===== config.mk =====
export PLATFORM = sky130hd
export DESIGN_NAME = rx_byte_realign
export DESIGN_NICKNAME = d
export VERILOG_FILES = /design/src/rtl/rx_realign_pkg.sv /design/src/rtl/rx_sync_edge.sv /design/src/rtl/rx_order_decide.sv /design/src/rtl/rx_byte_merge.sv /design/src/rtl/rx_byte_realign.sv
export SDC_FILE = /design/constraint.sdc
export NUM_CORES = 1
export LEC_CHECK = 0
export BUFFER_PORTS_ARGS = -buffer_cell sky130_fd_sc_hd__buf_4
export CAP_MARGIN = 20
export CORE_UTILIZATION = 54
export CTS_BUF_LIST = sky130_fd_sc_hd__clkbuf_8
export DETAILED_ROUTE_END_ITERATION = 8
export GPL_ROUTABILITY_DRIVEN = 1
export PLACE_DENSITY = 0.81
export SETUP_SLACK_MARGIN = 0.05
export SYNTH_ARGS = -nofsm -noshare
export SYNTH_HDL_FRONTEND = slang
export SYNTH_HIERARCHICAL = 1
export SYNTH_SLANG_ARGS = --single-unit

===== constraint.sdc =====
create_clock -name clk -period 3.4 [get_ports clk]
set_clock_uncertainty 0.05 [all_clocks]
set_input_delay 0.68 -clock clk [delete_from_list [all_inputs] [get_ports clk]]
set_output_delay 0.68 -clock clk [all_outputs]
set_load 0.01 [all_outputs]

===== src/rtl/rx_realign_pkg.sv =====
package rx_realign_pkg;
    typedef enum logic [1:0] {
        M_PASS  = 2'd0,
        M_PAD   = 2'd1,
        M_SHIFT = 2'd2
    } merge_mode_e;
endpackage


===== src/rtl/rx_sync_edge.sv =====
module rx_sync_edge (
    input  logic clk,
    input  logic rst,
    input  logic sync_i,
    output logic rise_o
);
    typedef struct packed {
        logic prev;
    } edge_st_t;

    edge_st_t st_d, st_q;

    always_comb begin
        st_d      = st_q;
        st_d.prev = sync_i;
    end

    always_ff @(posedge clk) begin
        if (rst) st_q <= '0;
        else     st_q <= st_d;
    end

    assign rise_o = sync_i & ~st_q.prev;


    no_double_rise_chk: assert property (@(posedge clk) disable iff (rst)
        rise_o |=> !rise_o);
endmodule


===== src/rtl/rx_order_decide.sv =====
module rx_order_decide
    import rx_realign_pkg::*;
#(
    parameter int          BYTE_W  = 8,
    parameter logic [7:0]  A2_BYTE = 8'h28
) (
    input  logic              clk,
    input  logic              rst,
    input  logic              valid_i,
    input  logic              sync_i,
    input  logic              rise_i,
    input  logic [BYTE_W-1:0] lo_i,
    output merge_mode_e       mode_o,
    output logic              locked_o
);
    typedef struct packed {
        logic pend;
        logic shift;
        logic locked;
    } dec_st_t;

    dec_st_t st_d, st_q;
    logic    armed;
    logic    decide_now;
    logic    mism;

    always_comb begin
        armed      = rise_i | st_q.pend;
        decide_now = valid_i & sync_i & armed;
        mism       = (lo_i != A2_BYTE[BYTE_W-1:0]);
        st_d.pend   = sync_i & armed & ~valid_i;
        st_d.shift  = sync_i & (st_q.shift | (decide_now & mism));
        st_d.locked = sync_i & (st_q.locked | decide_now);
        if (!sync_i)                mode_o = M_PASS;
        else if (decide_now & mism) mode_o = M_PAD;
        else if (st_q.shift)        mode_o = M_SHIFT;
        else                        mode_o = M_PASS;
    end

    always_ff @(posedge clk) begin
        if (rst) st_q <= '0;
        else     st_q <= st_d;
    end

    assign locked_o = st_q.locked;


    lock_clear_chk: assert property (@(posedge clk) disable iff (rst)
        !sync_i |=> !locked_o);

    lock_set_chk: assert property (@(posedge clk) disable iff (rst)
        (valid_i && sync_i && rise_i) |=> locked_o);

    pad_then_shift_chk: assert property (@(posedge clk) disable iff (rst)
        (mode_o == M_PAD) |=> st_q.shift);
endmodule


===== src/rtl/rx_byte_merge.sv =====
module rx_byte_merge
    import rx_realign_pkg::*;
#(
    parameter int         BYTE_W   = 8,
    parameter logic [7:0] PAD_BYTE = 8'hF6
) (
    input  logic                clk,
    input  logic                rst,
    input  logic                valid_i,
    input  logic [2*BYTE_W-1:0] data_i,
    input  merge_mode_e         mode_i,
    output logic                valid_o,
    output logic [2*BYTE_W-1:0] data_o
);
    localparam int WORD_W = 2 * BYTE_W;

    typedef struct packed {
        logic              vld;
        logic [WORD_W-1:0] word;
        logic [BYTE_W-1:0] held;
    } mrg_st_t;

    mrg_st_t           st_d, st_q;
    logic [BYTE_W-1:0] hi_b, lo_b;

    always_comb begin
        hi_b     = data_i[WORD_W-1:BYTE_W];
        lo_b     = data_i[BYTE_W-1:0];
        st_d     = st_q;
        st_d.vld = valid_i;
        if (valid_i) begin
            unique case (mode_i)
                M_PAD: begin
                    st_d.word = {hi_b, PAD_BYTE[BYTE_W-1:0]};
                    st_d.held = lo_b;
                end
                M_SHIFT: begin
                    st_d.word = {st_q.held, hi_b};
                    st_d.held = lo_b;
                end
                default: st_d.word = data_i;
            endcase
        end
    end

    always_ff @(posedge clk) begin
        if (rst) st_q <= '0;
        else     st_q <= st_d;
    end

    assign valid_o = st_q.vld;
    assign data_o  = st_q.word;


    valid_follow_chk: assert property (@(posedge clk) disable iff (rst)
        valid_i |=> valid_o);

    idle_hold_chk: assert property (@(posedge clk) disable iff (rst)
        !valid_i |=> (!valid_o && $stable(data_o)));
endmodule


===== src/rtl/rx_byte_realign.sv =====
module rx_byte_realign
    import rx_realign_pkg::*;
#(
    parameter int         BYTE_W   = 8,
    parameter logic [7:0] A1_BYTE  = 8'hF6,
    parameter logic [7:0] A2_BYTE  = 8'h28,
    parameter logic [7:0] PAD_BYTE = A1_BYTE
) (
    input  logic                clk,
    input  logic                rst,
    input  logic                in_valid,
    input  logic [2*BYTE_W-1:0] in_data,
    input  logic                in_sync,
    output logic                out_valid,
    output logic [2*BYTE_W-1:0] out_data,
    output logic                order_locked
);
    logic        sync_rise;
    merge_mode_e mode;

    rx_sync_edge u_edge (
        .clk    (clk),
        .rst    (rst),
        .sync_i (in_sync),
        .rise_o (sync_rise)
    );

    rx_order_decide #(
        .BYTE_W  (BYTE_W),
        .A2_BYTE (A2_BYTE)
    ) u_decide (
        .clk      (clk),
        .rst      (rst),
        .valid_i  (in_valid),
        .sync_i   (in_sync),
        .rise_i   (sync_rise),
        .lo_i     (in_data[BYTE_W-1:0]),
        .mode_o   (mode),
        .locked_o (order_locked)
    );

    rx_byte_merge #(
        .BYTE_W   (BYTE_W),
        .PAD_BYTE (PAD_BYTE)
    ) u_merge (
        .clk     (clk),
        .rst     (rst),
        .valid_i (in_valid),
        .data_i  (in_data),
        .mode_i  (mode),
        .valid_o (out_valid),
        .data_o  (out_data)
    );
endmodule


-- Word-level counts from Yosys, hierarchy flattened
Index checks and enable logic that the tools add are counted.
- register bits: 29
- input port bits: 20
- output and inout port bits: 18
- word-level logic and storage cells: 29
- multiplexer cells: 4
- bitwise gates (word level): 13
- eq/ne operators: 3
- reductions and logical operators: 2
- operators by type and width (operator ; count):
    16-bit one-hot mux with 2 select lines ; 1
    1-bit AND ; 8
    8-bit by 6-bit != test with 1-bit output (second input constant) ; 1
    2-bit two-way mux ; 3
    1-bit OR ; 3
    2-bit by 1-bit == test with 1-bit output (second input constant) ; 1
    2-bit == test (second input constant) ; 1
    1-bit inverter ; 2
    2-bit AND reduction ; 1
    2-bit OR reduction ; 1

-- Longest topological paths before layout
- word-level depth: 10
- gate-level depth with buffers: 10
- mapped depth without buffers: 9

-- Modules after synthesis
Netlist, hierarchy kept.
- modules (own cells, without submodules) (module ; times used ; seq. area each (um2) ; area an instance (um2) ; cells an instance):
    rx_byte_merge ; 1 ; 500.5 ; 1244.9 ; 136
    rx_order_decide ; 1 ; 60.1 ; 145.1 ; 17
    rx_sync_edge ; 1 ; 20.0 ; 47.5 ; 3

-- Worst setup path before layout
OpenSTA, ideal clock, no wires.
- path kind: in2reg
- from: input port in_data[4]
- to: register u_merge.st_q, in the netlist u_merge/data_o[14]
- required time: 3.216 ns
- arrival: 2.472 ns
- path slack: 0.744 ns
- library setup time: 0.134 ns
- buffers on the path: 1
- stages on the path: 8
- path through: or4b_1 o21ai_2 and3_1 ha_1 or2_1 buf_4 a22oi_1 a211oi_1
- longest elaborated chain between the ends: 6
- elaborated cells between the ends (all ways): 7
- those cells by class: eq/ne: 3; mux: 3; bitwise: 1
- RTL lines (item ; RTL line ; text):
    start, declared ; rx_byte_realign.sv:12 ; input logic [2*BYTE_W-1:0] in_data,
    8-bit by 6-bit != test with 1-bit output * ; rx_order_decide.sv:30 ; mism = (lo_i != A2_BYTE[BYTE_W-1:0]);
    1-bit AND * ; rx_order_decide.sv:35 ; else if (decide_now & mism) mode_o = M_PAD;
    2-bit two-way mux * ; rx_order_decide.sv:35 ;
    2-bit two-way mux * ; rx_order_decide.sv:34 ; if (!sync_i) mode_o = M_PASS;
    via mode[1] ; rx_byte_realign.sv:19 ; merge_mode_e mode;
    2-bit == test / 2-bit by 1-bit == test with 1-bit output (equally long branches) ; rx_byte_merge.sv:32 ; unique case (mode_i)
    16-bit one-hot mux with 2 select lines * ; rx_byte_merge.sv:32 ;
    end signal, assigned ; rx_byte_merge.sv:48 ; else st_q <= st_d;
    end, declared ; rx_byte_merge.sv:23 ; mrg_st_t st_d, st_q;
Mark *: on every way through the listed nets, which the timed path passes. The rest lies on a longest branch.
A chain may end at the register's enable or synchronous reset.

-- Final worst setup path
- from: input port in_data[4]
- to: register u_merge.st_q, in the netlist u_merge/data_o[10]
The elaborated chain is that of the path after synthesis.

==> flow_summary.json <==
{
  "status": "finished, final reports clean",
  "critPathLaunchType": "input pin",
  "seq_area_um2": 580.6,
  "drv_slew": 0,
  "cts_setup_buffers": 0,
  "synth.yosys.seq_area_share_pct": 40.38,
  "path_clk_slew_ps": 60,
  "via_count": 1121,
  "synth_area_um2": 1438,
  "synth_flop_cell": "dfxtp_1",
  "fp.dieH_um": 53.60,
  "finalCritPeriodShare_pct": 82.34,
  "relSlewSlack_pct": 67.89,
  "avgSynthCellArea_um2": 9.216,
  "first_pass_iters": 4,
  "layout_min_cycle_time_ps": 2800,
  "min_path_type": "flop to flop",
  "grt_max_degree": 36,
  "io_buffers": 37,
  "final_hold_viol_count": 0,
  "drive_gt1_share_pct": 31.64,
  "layout_common_cells": "buf_4 (40), dfxtp_1 (29), nor2_1 (22)",
  "ant_nets": 0,
  "multi_input_area_um2": 664.4,
  "synth-seq-cells": 29,
  "clkSinkCount": 29,
  "rsz0062_at_grt": "no",
  "setup-tns-final_ps": 0,
  "htreeDepth": 2,
  "ctsResizeCount": 0,
  "reg2reg_slack_ps": 990,
  "fillers": 202,
  "slowest_delay_ps": 530,
  "max_freq_mhz": 357.2,
  "vias_per_cell": 5.415,
  "syn2layout_area_growth_pct": 17.15,
  "ios": 38,
  "first_iter_violations": 29,
  "synth_edf_count": 0,
  "drv_cap": 0,
  "grt.overflow.total": 0,
  "syn_nets": 179,
  "clock_latency_ps": 280,
  "ys_warn_count": 6,
  "totalWireLength_um": 2883,
  "cts_root_buf": "clkbuf_8",
  "synthCells": 156,
  "power_density_nw_per_um2": 456.9,
  "layout_commonest_cell": "buf_4",
  "holdWs_ps": 396.8,
  "required_ps": 3540,
  "hold_buffers": 0,
  "worst_pin_slew_ps": 481.6,
  "dp_hpwl_um": 2088,
  "rows": 18,
  "cts_tree": "yes",
  "ys_types": 26,
  "power.leakage_nw": 0.7175,
  "path_class": "input pin to flop",
  "arrival_ps": 2940,
  "grt_pass1_wl_um": 4754,
  "critPathBufInv": 1,
  "drc_errors": 0,
  "cp_slowest_cell": "or4b_1",
  "die_area_um2": 2872,
  "cp_cell_sequence": "buf_4 -> or4b_1 -> o21ai_2 -> and3_1 -> ha_1 -> and2b_1 -> a22oi_1 -> a211oi_1",
  "track_usage_pct": 24.05,
  "grt_pass1_vias": 1088,
  "grt_antenna_before_repair": 0,
  "setup_violations": 0,
  "nets": 200,
  "critPathCaptureType": "flop",
  "clock_path_buffers": 2,
  "peakVddDrop_uv": 422.2,
  "initial_core_util_pct": 57.51,
  "numCtsBuffers": 5,
  "gp_congestion": 0.8191,
  "antenna_cells": 0,
  "ys_async_sr_fraction_pct": 0,
  "core_region_area_um2": 2500,
  "cpLargestDelayFamily": "simple AND/OR/NAND/NOR gates",
  "die_w_um": 53.60,
  "wl_per_cell_um": 13.93,
  "critPathMaxFanout": 17
}
registers in the layout (all words and copies together) (netlist names):
register and cells:
u_decide/st_q 2, u_merge/valid_o 1, u_edge/st_q 1, u_merge/st_q 8, u_merge/data_o 16, u_decide/locked_o 1
kinds of logic (layout without fill, tap and decap cells):
family / count (synthesis) / after routing / synth area share (%)
and+or+nand+nor: 51 / 51 / 19.84
AOI/OAI and AO/OA: 35 / 35 / 18.19
buffers and inverters: 30 / 51 / 13.40
DFF: 29 / 29 / 40.38
muxes: 8 / 8 / 5.570
adders and majority gates: 3 / 3 / 2.611
worst min-delay path: stages, from the launching register on:
cell	delay, ps
dfxtp_1	300
inv_1	50
a21oi_1	50
final timing paths:
path	start	depth (start not counted)	end
worst max-delay path	in_data[4]	8	u_merge/data_o[10]
worst min register to register	u_decide/st_q[1]	2	u_decide/st_q[1]
worst min-delay path	u_decide/st_q[1]	2	u_decide/st_q[1]
worst max register to register	u_edge/st_q	9	u_merge/data_o[10]
synth_stat cells, types with 2 or more instances:
master    number  area (µm²)
nand3_1        6       30.03
ha_1           3       37.54
inv_1          4       15.01
a211o_2        6       60.06
nand2b_1      11       68.82
nor2b_4        2       27.53
a21oi_1        7       35.03
or2b_1         2       15.01
clkbuf_1       5       18.77
a22oi_1       10       75.07
nor2_1        22       82.58
nor2b_1        2       12.51
mux2i_1        8       80.08
a211oi_1      10       75.07
buf_4         19       142.6
dfxtp_1       29       580.6
area by class of cell:
class | instances | share of cell area [%]
Tap cell | 30 | 2.229
Inverter | 4 | 0.8915
Clock inverter | 1 | 0.2229
Clock buffer | 6 | 4.903
Timing Repair Buffer | 40 | 17.83
Sequential cell | 29 | 34.47
Multi-Input combinational cell | 97 | 39.45
where the power goes:
part	internal (mW)	total [mW]	switching [mW]
sequential	0.359	0.368	0.00949
combinational	0.0634	0.121	0.0577
clock	0.157	0.280	0.123
per-stage QoR:
step                      instances  setup slack [ps]  instance area (µm²)  total power, mW  utilization (%)
after detailed placement        200             329.7                 1598           0.4964            63.91
after global routing            207             433.2                 1684           0.8042            67.37
after floorplan                 156             743.8                 1438           0.4591                -
after global placement          200             405.2                 1598           0.4923            63.91
after CTS                       207             636.4                 1684           0.7789            67.37
final                           207             600.4                 1684           0.7694            67.37
layer usage:
layer  global-route usage (%)  part of all wire [%]  vias up
met3                    9.322                   5.9        4
li1                         -                     -      568
met4                    10.53                   1.9        0
met5                        0                     0        -
met1                    27.85                    44      511
met2                    39.17                    48       38
No activity file was read; power rests on OpenSTA's default activity.
